`config.mk`:
```
export PLATFORM = sky130hd
export DESIGN_NAME = lr_health_mon
export DESIGN_NICKNAME = d
export VERILOG_FILES = /design/src/rtl/lr_pkg.sv /design/src/rtl/lr_cfg_reg.sv /design/src/rtl/lr_run_tracker.sv /design/src/rtl/lr_thr_cmp.sv /design/src/rtl/lr_event_log.sv /design/src/rtl/lr_health_mon.sv
export SDC_FILE = /design/constraint.sdc
export NUM_CORES = 1
export LEC_CHECK = 0
export ABC_AREA = 1
export BUFFER_PORTS_ARGS = -buffer_cell sky130_fd_sc_hd__buf_2
export CAP_MARGIN = 15
export CORE_AREA = 2 2 52 54
export DETAILED_ROUTE_END_ITERATION = 7
export DIE_AREA = 0 0 54 56
export PLACE_DENSITY = 0.83
export SYNTH_ARGS = -nofsm -noshare
export SYNTH_HDL_FRONTEND = slang
export SYNTH_SLANG_ARGS = --single-unit
```
`constraint.sdc`:
```
create_clock -name clk -period 1.9 [get_ports clk]
set_input_delay 0.285 -clock clk [delete_from_list [all_inputs] [get_ports clk]]
set_output_delay 0.285 -clock clk [all_outputs]
set_load 0.03 [all_outputs]
```
`src/rtl/lr_pkg.sv`:
```
package lr_pkg;

    localparam int LR_THR_W   = 5;
    localparam int LR_CNT_W   = 8;
    localparam int LR_THR_RST = 26;

    // What the tracker did with the current cycle's bit
    typedef enum logic [1:0] {
        STEP_IDLE = 2'd0,   // no accepted bit
        STEP_NEW  = 2'd1,   // bit opened a fresh run
        STEP_GROW = 2'd2,   // bit extended a run below saturation
        STEP_HOLD = 2'd3    // bit extended a run already saturated
    } step_e;

    // A step can produce an event only when the run length actually moved
    function automatic logic step_moves(input step_e k);
        return (k == STEP_NEW) || (k == STEP_GROW);
    endfunction

endpackage

```
`src/rtl/lr_cfg_reg.sv`:
```
module lr_cfg_reg
    import lr_pkg::*;
#(
    parameter int THR_W   = LR_THR_W,
    parameter int THR_RST = LR_THR_RST
) (
    input  logic             clk,
    input  logic             rst,
    input  logic             cfg_we,
    input  logic [THR_W-1:0] cfg_thr,
    input  logic             cfg_test_en,
    output logic [THR_W-1:0] thr_q,
    output logic             ten_q
);

    localparam logic [THR_W-1:0] THR_INIT = THR_W'(THR_RST);

    always_ff @(posedge clk) begin
        if (rst) begin
            thr_q <= THR_INIT;
            ten_q <= 1'b1;
        end else if (cfg_we) begin
            thr_q <= cfg_thr;
            ten_q <= cfg_test_en;
        end
    end

    // a write lands on the edge of the strobe
    a_r10_cfg_load: assert property (@(posedge clk) disable iff (rst)
        cfg_we |=> (thr_q == $past(cfg_thr) && ten_q == $past(cfg_test_en)));

endmodule

```
`src/rtl/lr_run_tracker.sv`:
```
module lr_run_tracker
    import lr_pkg::*;
#(
    parameter int LEN_W = LR_THR_W
) (
    input  logic             clk,
    input  logic             rst,
    input  logic             gen_en,
    input  logic             bit_vld,
    input  logic             bit_in,
    output step_e            step,
    output logic [LEN_W-1:0] len_nxt
);

    localparam logic [LEN_W-1:0] LEN_MAX = '1;
    localparam logic [LEN_W-1:0] LEN_ONE = LEN_W'(1);

    logic             have_q;   // a run is in progress
    logic             last_q;   // value of that run
    logic [LEN_W-1:0] len_q;

    always_comb begin
        step    = STEP_IDLE;
        len_nxt = len_q;
        if (gen_en && bit_vld) begin
            if (!have_q || (bit_in != last_q)) begin
                step    = STEP_NEW;
                len_nxt = LEN_ONE;
            end else if (len_q == LEN_MAX) begin
                step    = STEP_HOLD;
            end else begin
                step    = STEP_GROW;
                len_nxt = len_q + LEN_ONE;
            end
        end
    end

    always_ff @(posedge clk) begin
        if (rst || !gen_en) begin
            have_q <= 1'b0;
            last_q <= 1'b0;
            len_q  <= '0;
        end else if (step != STEP_IDLE) begin
            have_q <= 1'b1;
            last_q <= bit_in;
            len_q  <= len_nxt;
        end
    end

    // a saturated run stays saturated while the same value continues
    a_r4_len_saturates: assert property (@(posedge clk) disable iff (rst)
        (gen_en && bit_vld && have_q && bit_in == last_q && len_q == LEN_MAX)
            |=> (len_q == LEN_MAX));

    // a change of value restarts the run at one
    a_r2_restart_one: assert property (@(posedge clk) disable iff (rst)
        (gen_en && bit_vld && have_q && bit_in != last_q) |=> (len_q == LEN_ONE));

    // idle cycles leave the run untouched
    a_r2_idle_stable: assert property (@(posedge clk) disable iff (rst)
        (gen_en && !bit_vld) |=> ($stable(len_q) && $stable(last_q)));

endmodule

```
`src/rtl/lr_thr_cmp.sv`:
```
module lr_thr_cmp
    import lr_pkg::*;
#(
    parameter int THR_W = LR_THR_W
) (
    input  logic [THR_W-1:0] thr,
    input  logic             ten,
    input  step_e            step,
    input  logic [THR_W-1:0] len_nxt,
    output logic             hit
);

    logic [THR_W-1:0] thr_eff;

    // A zero threshold would otherwise never equal a run length
    assign thr_eff = (thr == '0) ? THR_W'(1) : thr;
    assign hit     = ten && step_moves(step) && (len_nxt == thr_eff);

endmodule

```
`src/rtl/lr_event_log.sv`:
```
module lr_event_log
    import lr_pkg::*;
#(
    parameter int CNT_W = LR_CNT_W
) (
    input  logic             clk,
    input  logic             rst,
    input  logic             gen_en,
    input  logic             hit,
    output logic             flag_q,
    output logic [CNT_W-1:0] cnt_q
);

    localparam logic [CNT_W-1:0] CNT_MAX = '1;

    always_ff @(posedge clk) begin
        if (rst || !gen_en) begin
            flag_q <= 1'b0;
            cnt_q  <= '0;
        end else if (hit) begin
            flag_q <= 1'b1;
            if (cnt_q != CNT_MAX)
                cnt_q <= cnt_q + CNT_W'(1);
        end
    end

    a_r5_no_overflow: assert property (@(posedge clk) disable iff (rst)
        (gen_en && cnt_q == CNT_MAX) |=> (cnt_q == CNT_MAX));

    a_r5_single_step: assert property (@(posedge clk) disable iff (rst)
        gen_en |=> (cnt_q == $past(cnt_q) || cnt_q == $past(cnt_q) + CNT_W'(1)));

    a_r6_flag_sticky: assert property (@(posedge clk) disable iff (rst)
        (gen_en && flag_q) |=> flag_q);

    a_r6_flag_has_count: assert property (@(posedge clk) disable iff (rst)
        flag_q |-> (cnt_q != '0));

    a_r8_disable_clears: assert property (@(posedge clk) disable iff (rst)
        !gen_en |=> (!flag_q && cnt_q == '0));

endmodule

```
`src/rtl/lr_health_mon.sv`:
```
module lr_health_mon
    import lr_pkg::*;
#(
    parameter int THR_W   = LR_THR_W,
    parameter int CNT_W   = LR_CNT_W,
    parameter int THR_RST = LR_THR_RST
) (
    input  logic             clk,
    input  logic             rst,
    input  logic             gen_en,
    input  logic             bit_vld,
    input  logic             bit_in,
    input  logic             cfg_we,
    input  logic [THR_W-1:0] cfg_thr,
    input  logic             cfg_test_en,
    output logic             long_flag,
    output logic [CNT_W-1:0] long_count
);

    logic [THR_W-1:0] thr_q;
    logic             ten_q;
    step_e            step;
    logic [THR_W-1:0] len_nxt;
    logic             hit;

    lr_cfg_reg #(.THR_W(THR_W), .THR_RST(THR_RST)) u_cfg (
        .clk         (clk),
        .rst         (rst),
        .cfg_we      (cfg_we),
        .cfg_thr     (cfg_thr),
        .cfg_test_en (cfg_test_en),
        .thr_q       (thr_q),
        .ten_q       (ten_q)
    );

    lr_run_tracker #(.LEN_W(THR_W)) u_trk (
        .clk     (clk),
        .rst     (rst),
        .gen_en  (gen_en),
        .bit_vld (bit_vld),
        .bit_in  (bit_in),
        .step    (step),
        .len_nxt (len_nxt)
    );

    lr_thr_cmp #(.THR_W(THR_W)) u_cmp (
        .thr     (thr_q),
        .ten     (ten_q),
        .step    (step),
        .len_nxt (len_nxt),
        .hit     (hit)
    );

    lr_event_log #(.CNT_W(CNT_W)) u_log (
        .clk    (clk),
        .rst    (rst),
        .gen_en (gen_en),
        .hit    (hit),
        .flag_q (long_flag),
        .cnt_q  (long_count)
    );

    // with the test off, the count cannot move
    a_r7_off_no_count: assert property (@(posedge clk) disable iff (rst)
        (gen_en && !ten_q) |=> $stable(long_count));

endmodule

```
==> metrics, run 1 <==
adder-cell share of the synthesized area=0.0209; Worst setup SP type=register; CP endpoint kind=register; CTS buffer count=3; sequential power share=0.568; Switching Fraction=0.259; initial antenna violation count=0; r2r startpoint=u_trk.len_q[0]; Place WS=-0.0115 ns; gp weighted congestion=0.838; Final Util=0.610; layout overhead on the synthesized area=23.7%; clk root buf=clkbuf_4; r2r endpoint=u_log.cnt_q[2]; combinational family with the most area after synthesis=simple AND/OR/NAND/NOR gates; switching pwr=between 0.0002 and 0.00025 W; sequential area share after synthesis=0.367; Max Buffers Root-to-Sink=2; CP dominant cell by count=nand2_1; most frequent cells in the layout=nand2_1, buf_2, dfxtp_1; worst rel slew slack=0.836; Detail Placement HPWL=2.00 mm; post-synthesis simple-gate area fraction=0.410; Hold Crit Endpoint=u_cfg.ten_q; WL per Instance=13.5 µm; CP Class=reg2reg; Hold WC Path Type=in2reg; hold depth=3; Crit-path slowest cell=dfxtp_4; pin count of the biggest net entering global routing=13; crit-path cells=ha_4, nand2_2, inv_2, nand3_4, nand2_1, nand2_1, nand2_1, nor2_2, nand3_4, nor2_8, nand3_2, nand2_1, a21oi_1; vias in the first global route=between 1000 and 1500; Residual DRC=0; mean post-synth cell area=7.45 µm²; library cells used by synthesis=23; area fraction in compound gates after synthesis=0.102; final worst-path cycle share=0.955; FMAX=approximately 550 MHz; crit path max fanout=6; Worst Path Required=2.11 ns; Mapped Cells=161; cells on worst reg2reg path=13; Mapped Area=0.00120 mm²; CP bufs+invs=1; final setup margin=about 0.085 ns; io pins=21; Iter 0 DRT Violations=45; Clock Pin Slew Worst Setup and Hold Paths=0.12 ns; CTS tree=built; vias per cell=5.45; H-tree depth=1; DR WL met3=128 µm; nets=205; pwr/cell area=approximately 570 mW/mm²; First-pass DRT Iterations=4; cell row count=18; total grt overflow=0; clock skew=~0.0025 ns; Crit path largest cell delay=~0.4 ns; reg2reg setup slack=0.08 ns; n_diodes=0; Worst Tran Pin Value=roughly 0.25 ns; post-synthesis net count=~180; Worst path top cell family by delay=simple AND/OR/NAND/NOR gates; GRT Overall Usage=0.188; Vias=1198; first-pass GRT wire length=4.31 mm; die footprint=roughly 0.0030 mm²; Initial Util=0.493; outcome=complete, no violations; MaxCap Viol Count=0; VDD IR max=0.343 mV; Final Hold Viols=0; YS warnings=0; Cell Int Power=0.000627 W; critical path data arrival time=slightly above 2 ns; Slew Viols, Final=0; fraction of layout cells with a size suffix above 1=0.305; final WL=2.96 mm; LEAKAGE=around 0.7 nW; mux cell area share after synthesis=0; Die Width=54 µm; Clk network pwr share=0.304; commonest non-fill, non-tap cell in the layout=nand2_1; Seq cells post-synth=22; Core Region=0.00243 mm²; WL met2=1.46 mm; Post-Synth XOR/XNOR Area=0.0438; Antenna Nets Post-Route=0; Clock Latency Late Sink=0.30 ns; die span in y=56 µm; Hold Startpoint=cfg_test_en; WL met1=1.28 mm; Final min period=about 1.8 ns; port bufs=20; Comb power frac=0.128; Clock Sink Count=22; final setup violation count=0; Top Metal Used=met4
==> worst register-to-register path, stage by stage, from the launching register on <==
cell and delay [ns]:
dfxtp_4 0.39, ha_4 0.17, nand2_2 0.06, inv_2 0.05
nand3_4 0.08, nand2_1 0.08, nand2_1 0.08, nand2_1 0.06
nor2_2 0.15, nand3_4 0.14, nor2_8 0.19, nand3_2 0.13
nand2_1 0.09, a21oi_1 0.07
==> metrics by stage <==
stage	hold slack, ns	setup TNS, ns	area (µm²)	std cells	power [W]
after floorplan	0.385	0	1200	161	0.000552
after global placement	0.450	0	1340	211	0.000577
after detailed placement	0.452	-0.0264	1340	211	0.000580
after CTS	0.181	0	1380	215	0.000829
after global routing	0.201	-0.396	1480	220	0.000880
final	0.176	0	1480	220	0.000846
==> how the worst max path moves through the flow <==
| stage | to | depth (start not counted) | slack, ns | from |
|---|---|---|---|---|
| 2_1_floorplan | u_log.cnt_q[2] | 11 | 0.21 | u_trk.len_q[1] |
| 3_3_place_gp | u_log.cnt_q[6] | 14 | 0.10 | u_trk.len_q[1] |
| 3_5_place_dp | u_log.cnt_q[0] | 12 | -0.01 | u_trk.len_q[1] |
| 4_1_cts | u_log.cnt_q[1] | 12 | 0.01 | u_trk.len_q[1] |
| 5_1_grt | u_log.cnt_q[2] | 13 | -0.06 | u_trk.len_q[0] |
| 6_report | u_log.cnt_q[2] | 13 | 0.08 | u_trk.len_q[0] |
==> repair_timing <==
item | 4_1_cts | 5_1_grt
hold buffers | 0 | 0
resized for setup | 2 | 13
setup buffers | 0 | 2
setup endpoints to repair | 8 | 8
endpoints found under the hold margin | 0 | 0
pin swaps | 0 | 2
cloned | 0 | 3
==> state kept, by name, summed over array words and instances, names as in the netlist <==
register	flops
u_cfg.thr_q	5
u_trk.have_q	1
u_cfg.ten_q	1
u_log.flag_q	1
u_log.cnt_q	8
u_trk.len_q	5
u_trk.last_q	1
==> per-layer routing <==
metal | up-vias | global-route usage
li1 | 600 | -
met1 | 543 | 0.231
met2 | 45 | 0.300
met3 | 10 | 0.0215
met4 | 0 | 0.118
met5 | - | 0
==> final cells by class <==
class                           count  area, µm²
Sequential cell                    22        448
Timing Repair Buffer               23        123
Clock buffer                        4       36.3
Inverter                           17       63.8
Multi-Input combinational cell    124        776
Tap cell                           30       37.5
Fill cell                         214        948
==> cell usage after synthesis, drive strengths merged <==
master | n | share of area
inv | 17 | 0.053
ha | 2 | 0.021
nand2 | 44 | 0.15
dfxtp | 22 | 0.37
nand3b | 1 | 0.0094
o21bai | 1 | 0.0063
a21oi | 16 | 0.067
or2 | 1 | 0.0073
xnor2 | 3 | 0.022
nand4 | 10 | 0.052
o21ai | 7 | 0.029
nand3 | 18 | 0.11
clkbuf | 1 | 0.0031
xor2 | 3 | 0.022
nor2 | 15 | 0.076
==> kinds of logic (layout without fill, tap and decap cells) <==
logic type,after synthesis,count (layout)
adder cells (fa/ha/maj),2,2
AO/OA/AOI/OAI,24,24
flip-flops,22,22
XOR/XNOR,6,6
buffers and inverters,18,44
AND/OR/NAND/NOR,89,92
==> power groups by stage <==
| stage | clock network, W | registers (W) | logic (W) |
|---|---|---|---|
| after global routing | 0.000278 | 0.000482 | 0.000120 |
| after global placement | 0 | 0.000490 | 0.0000868 |
| final | 0.000257 | 0.000480 | 0.000109 |
| after detailed placement | 0 | 0.000491 | 0.0000893 |
| after CTS | 0.000258 | 0.000481 | 0.0000899 |
| after floorplan | 0 | 0.000489 | 0.0000626 |
Power figures use the tool's default switching activity.
==> run 2, diff against run 1 <==
- SETUP_SLACK_MARGIN: unset -> 0.15
==> metrics, run 2 (synthesis results as in run 1) <==
MaxCap Viol Count=0 (unchanged); Cell Count, Final, Fillers Out=226 (was 220); Slew Viols, Final=0 (unchanged); CTS buffer count=3 (unchanged); port bufs=20 (unchanged); hold_buf cts=0 (unchanged); TNS Setup=0 ns (unchanged); n_diodes=0 (unchanged); Detail Placement HPWL=2.00 mm (unchanged); Placed Area=0.00134 mm² (unchanged); crit-path cells=ha_4, nand2_2, inv_2, nand3_4, or2_4, nand3_4, nand2_4, nor2_8, nand3_4, nand2_2, a21oi_2 (was ha_4, nand2_2, inv_2, nand3_4, nand2_1, nand2_1, nand2_1, nor2_2, nand3_4, nor2_8, nand3_2, nand2_1, a21oi_1); io pins=21 (unchanged); final setup violation count=0 (unchanged); cells on worst reg2reg path=11 (was 13); die span in y=56 µm (unchanged); number of flip-flops in the largest register=8 (unchanged); Clock Sink Count=22 (unchanged); RSZ-0062 raised after global routing=yes; cell row count=18 (unchanged); CP endpoint kind=register (unchanged); PnR Total Power=0.000864 W (was 0.000846 W); placed cells=211 (unchanged); Antenna Nets Post-Route=0 (unchanged); LEAKAGE=0.722 nW (was 0.680 nW); commonest non-fill, non-tap cell in the layout=nand2_1 (unchanged); final WL=3.50 mm (was 2.96 mm); Crit path largest cell delay=0.39 ns (about the same); Core Region=0.00243 mm² (unchanged); CTS tree=built (unchanged); Die Width=54 µm (unchanged); Iter 0 DRT Violations=61 (was 45); Worst Path Required=2.12 ns (was 2.11 ns); initial antenna violation count=0 (unchanged); pin count of the biggest net entering global routing=13 (unchanged); Worst Tran Pin Value=0.279 ns (was 0.246 ns); Clock Latency Late Sink=0.31 ns (was 0.30 ns); critical path data arrival time=2.08 ns (was 2.02 ns); CP dominant cell by count=nand3_4 (was nand2_1); die footprint=0.00302 mm² (unchanged); gp weighted congestion=0.838 (unchanged); Largest regs=u_log.cnt_q: 8 flops, u_cfg.thr_q: 5 flops, u_trk.len_q: 5 flops (unchanged); Final Cell Area=0.00162 mm² (was 0.00148 mm²); Worst setup SP type=register (unchanged); fraction of layout cells with a size suffix above 1=0.418 (was 0.305); worst rel slew slack=0.814 (was 0.836); FMAX=537 MHz (was 551 MHz); Vias=1321 (was 1198); Final Hold Viols=0 (unchanged); Residual DRC=0 (unchanged); most frequent cells in the layout=nand2_1, buf_2, dfxtp_1 (unchanged); WL per Instance=15.5 µm (was 13.5 µm); nets=211 (was 205); Initial Util=0.493 (unchanged); Clock Pin Slew Worst Setup and Hold Paths=0.12 ns (about the same); pwr/cell area=532 mW/mm² (was 570 mW/mm²); Worst path top cell family by delay=simple AND/OR/NAND/NOR gates (unchanged); clock skew=0.00351 ns (was 0.00254 ns); largest reg by FF count=u_log.cnt_q (unchanged); GRT Overall Usage=0.225 (was 0.188); crit path max fanout=6 (unchanged); final worst-path cycle share=0.981 (was 0.955); CP Class=reg2reg (unchanged); layout overhead on the synthesized area=35.3% (was 23.7%); first-pass GRT wire length=5.22 mm (was 4.31 mm); vias per cell=5.85 (was 5.45); CP bufs+invs=1 (unchanged); hold depth=3 (unchanged); outcome=complete, no violations (unchanged); Hold WC Path Type=in2reg (unchanged); WP depth=11 (was 13); Final min period=1.86 ns (was 1.82 ns); vias in the first global route=1203 (was 1078); H-tree depth=1 (unchanged); Max Buffers Root-to-Sink=2 (unchanged); Final Util=0.668 (was 0.610); VDD IR max=0.436 mV (was 0.343 mV); Crit-path slowest cell=dfxtp_4 (unchanged); First-pass DRT Iterations=4 (unchanged); clk root buf=clkbuf_4 (unchanged); total grt overflow=0 (unchanged)
## run 2: cell count changes in the layout (fill, tap and decap cells not counted), moves of 2 or more
| cell | delta |
|---|---|
| nand3_2 | -2 |
| a21oi_2 | +5 |
| buf_4 | +4 |
| a21oi_1 | -5 |
| nand2_4 | +4 |
| nand2_1 | -11 |
| nand3_4 | +2 |
| buf_6 | +2 |
| nand2_2 | +7 |
## run 2: layout make-up
class                      count  area (µm²)
multi-input combinational    124         863
fill                         185         808
timing repair buffer          29         175
sequential                    22         448
inverter                      17        63.8
tap                           30        37.5
clock buffer                   4        36.3
## run 2: per-stage QoR
stage / hold WS, ns / worst slack [ns]
finish: 0.173 / 0.0363
CTS: 0.181 / 0.145
global route: 0.193 / -0.0619
detailed placement: 0.452 / -0.0115
global placement: 0.450 / 0.104
floorplan: 0.385 / 0.211
## run 2: layer usage
layer	global-route usage	wire, µm
met5	0	0
met4	0.132	137
met3	0.0188	285
met2	0.364	1720
met1	0.282	1360
## run 2: worst paths after layout
check                 start        endpoint  slack (ns)
min reg2reg  u_cfg.thr_q[0]  u_cfg.thr_q[0]        0.47
min             cfg_test_en     u_cfg.ten_q        0.17
max reg2reg  u_trk.len_q[0]  u_log.cnt_q[2]        0.04
max          u_trk.len_q[0]  u_log.cnt_q[2]        0.04
## run 2: report_power, final
part | switching (W) | total (W) | internal, W
combinational | 0.0000784 | 0.000122 | 0.0000436
clock | 0.000145 | 0.000262 | 0.000117
sequential | 0.00000898 | 0.000480 | 0.000471
total | 0.000232 | 0.000864 | 0.000632
## run 2: repair_timing
action                     in CTS  in global routing
cloned                          3                  0
buffers inserted                4                  4
setup endpoints to repair       9                  9
gates resized for setup        17                 24
pin swaps                       7                 10
## run 2: worst min-delay path: stages
cell and delay (ns):
buf_2 0.07, nand2_1 0.04, nand3_1 0.06
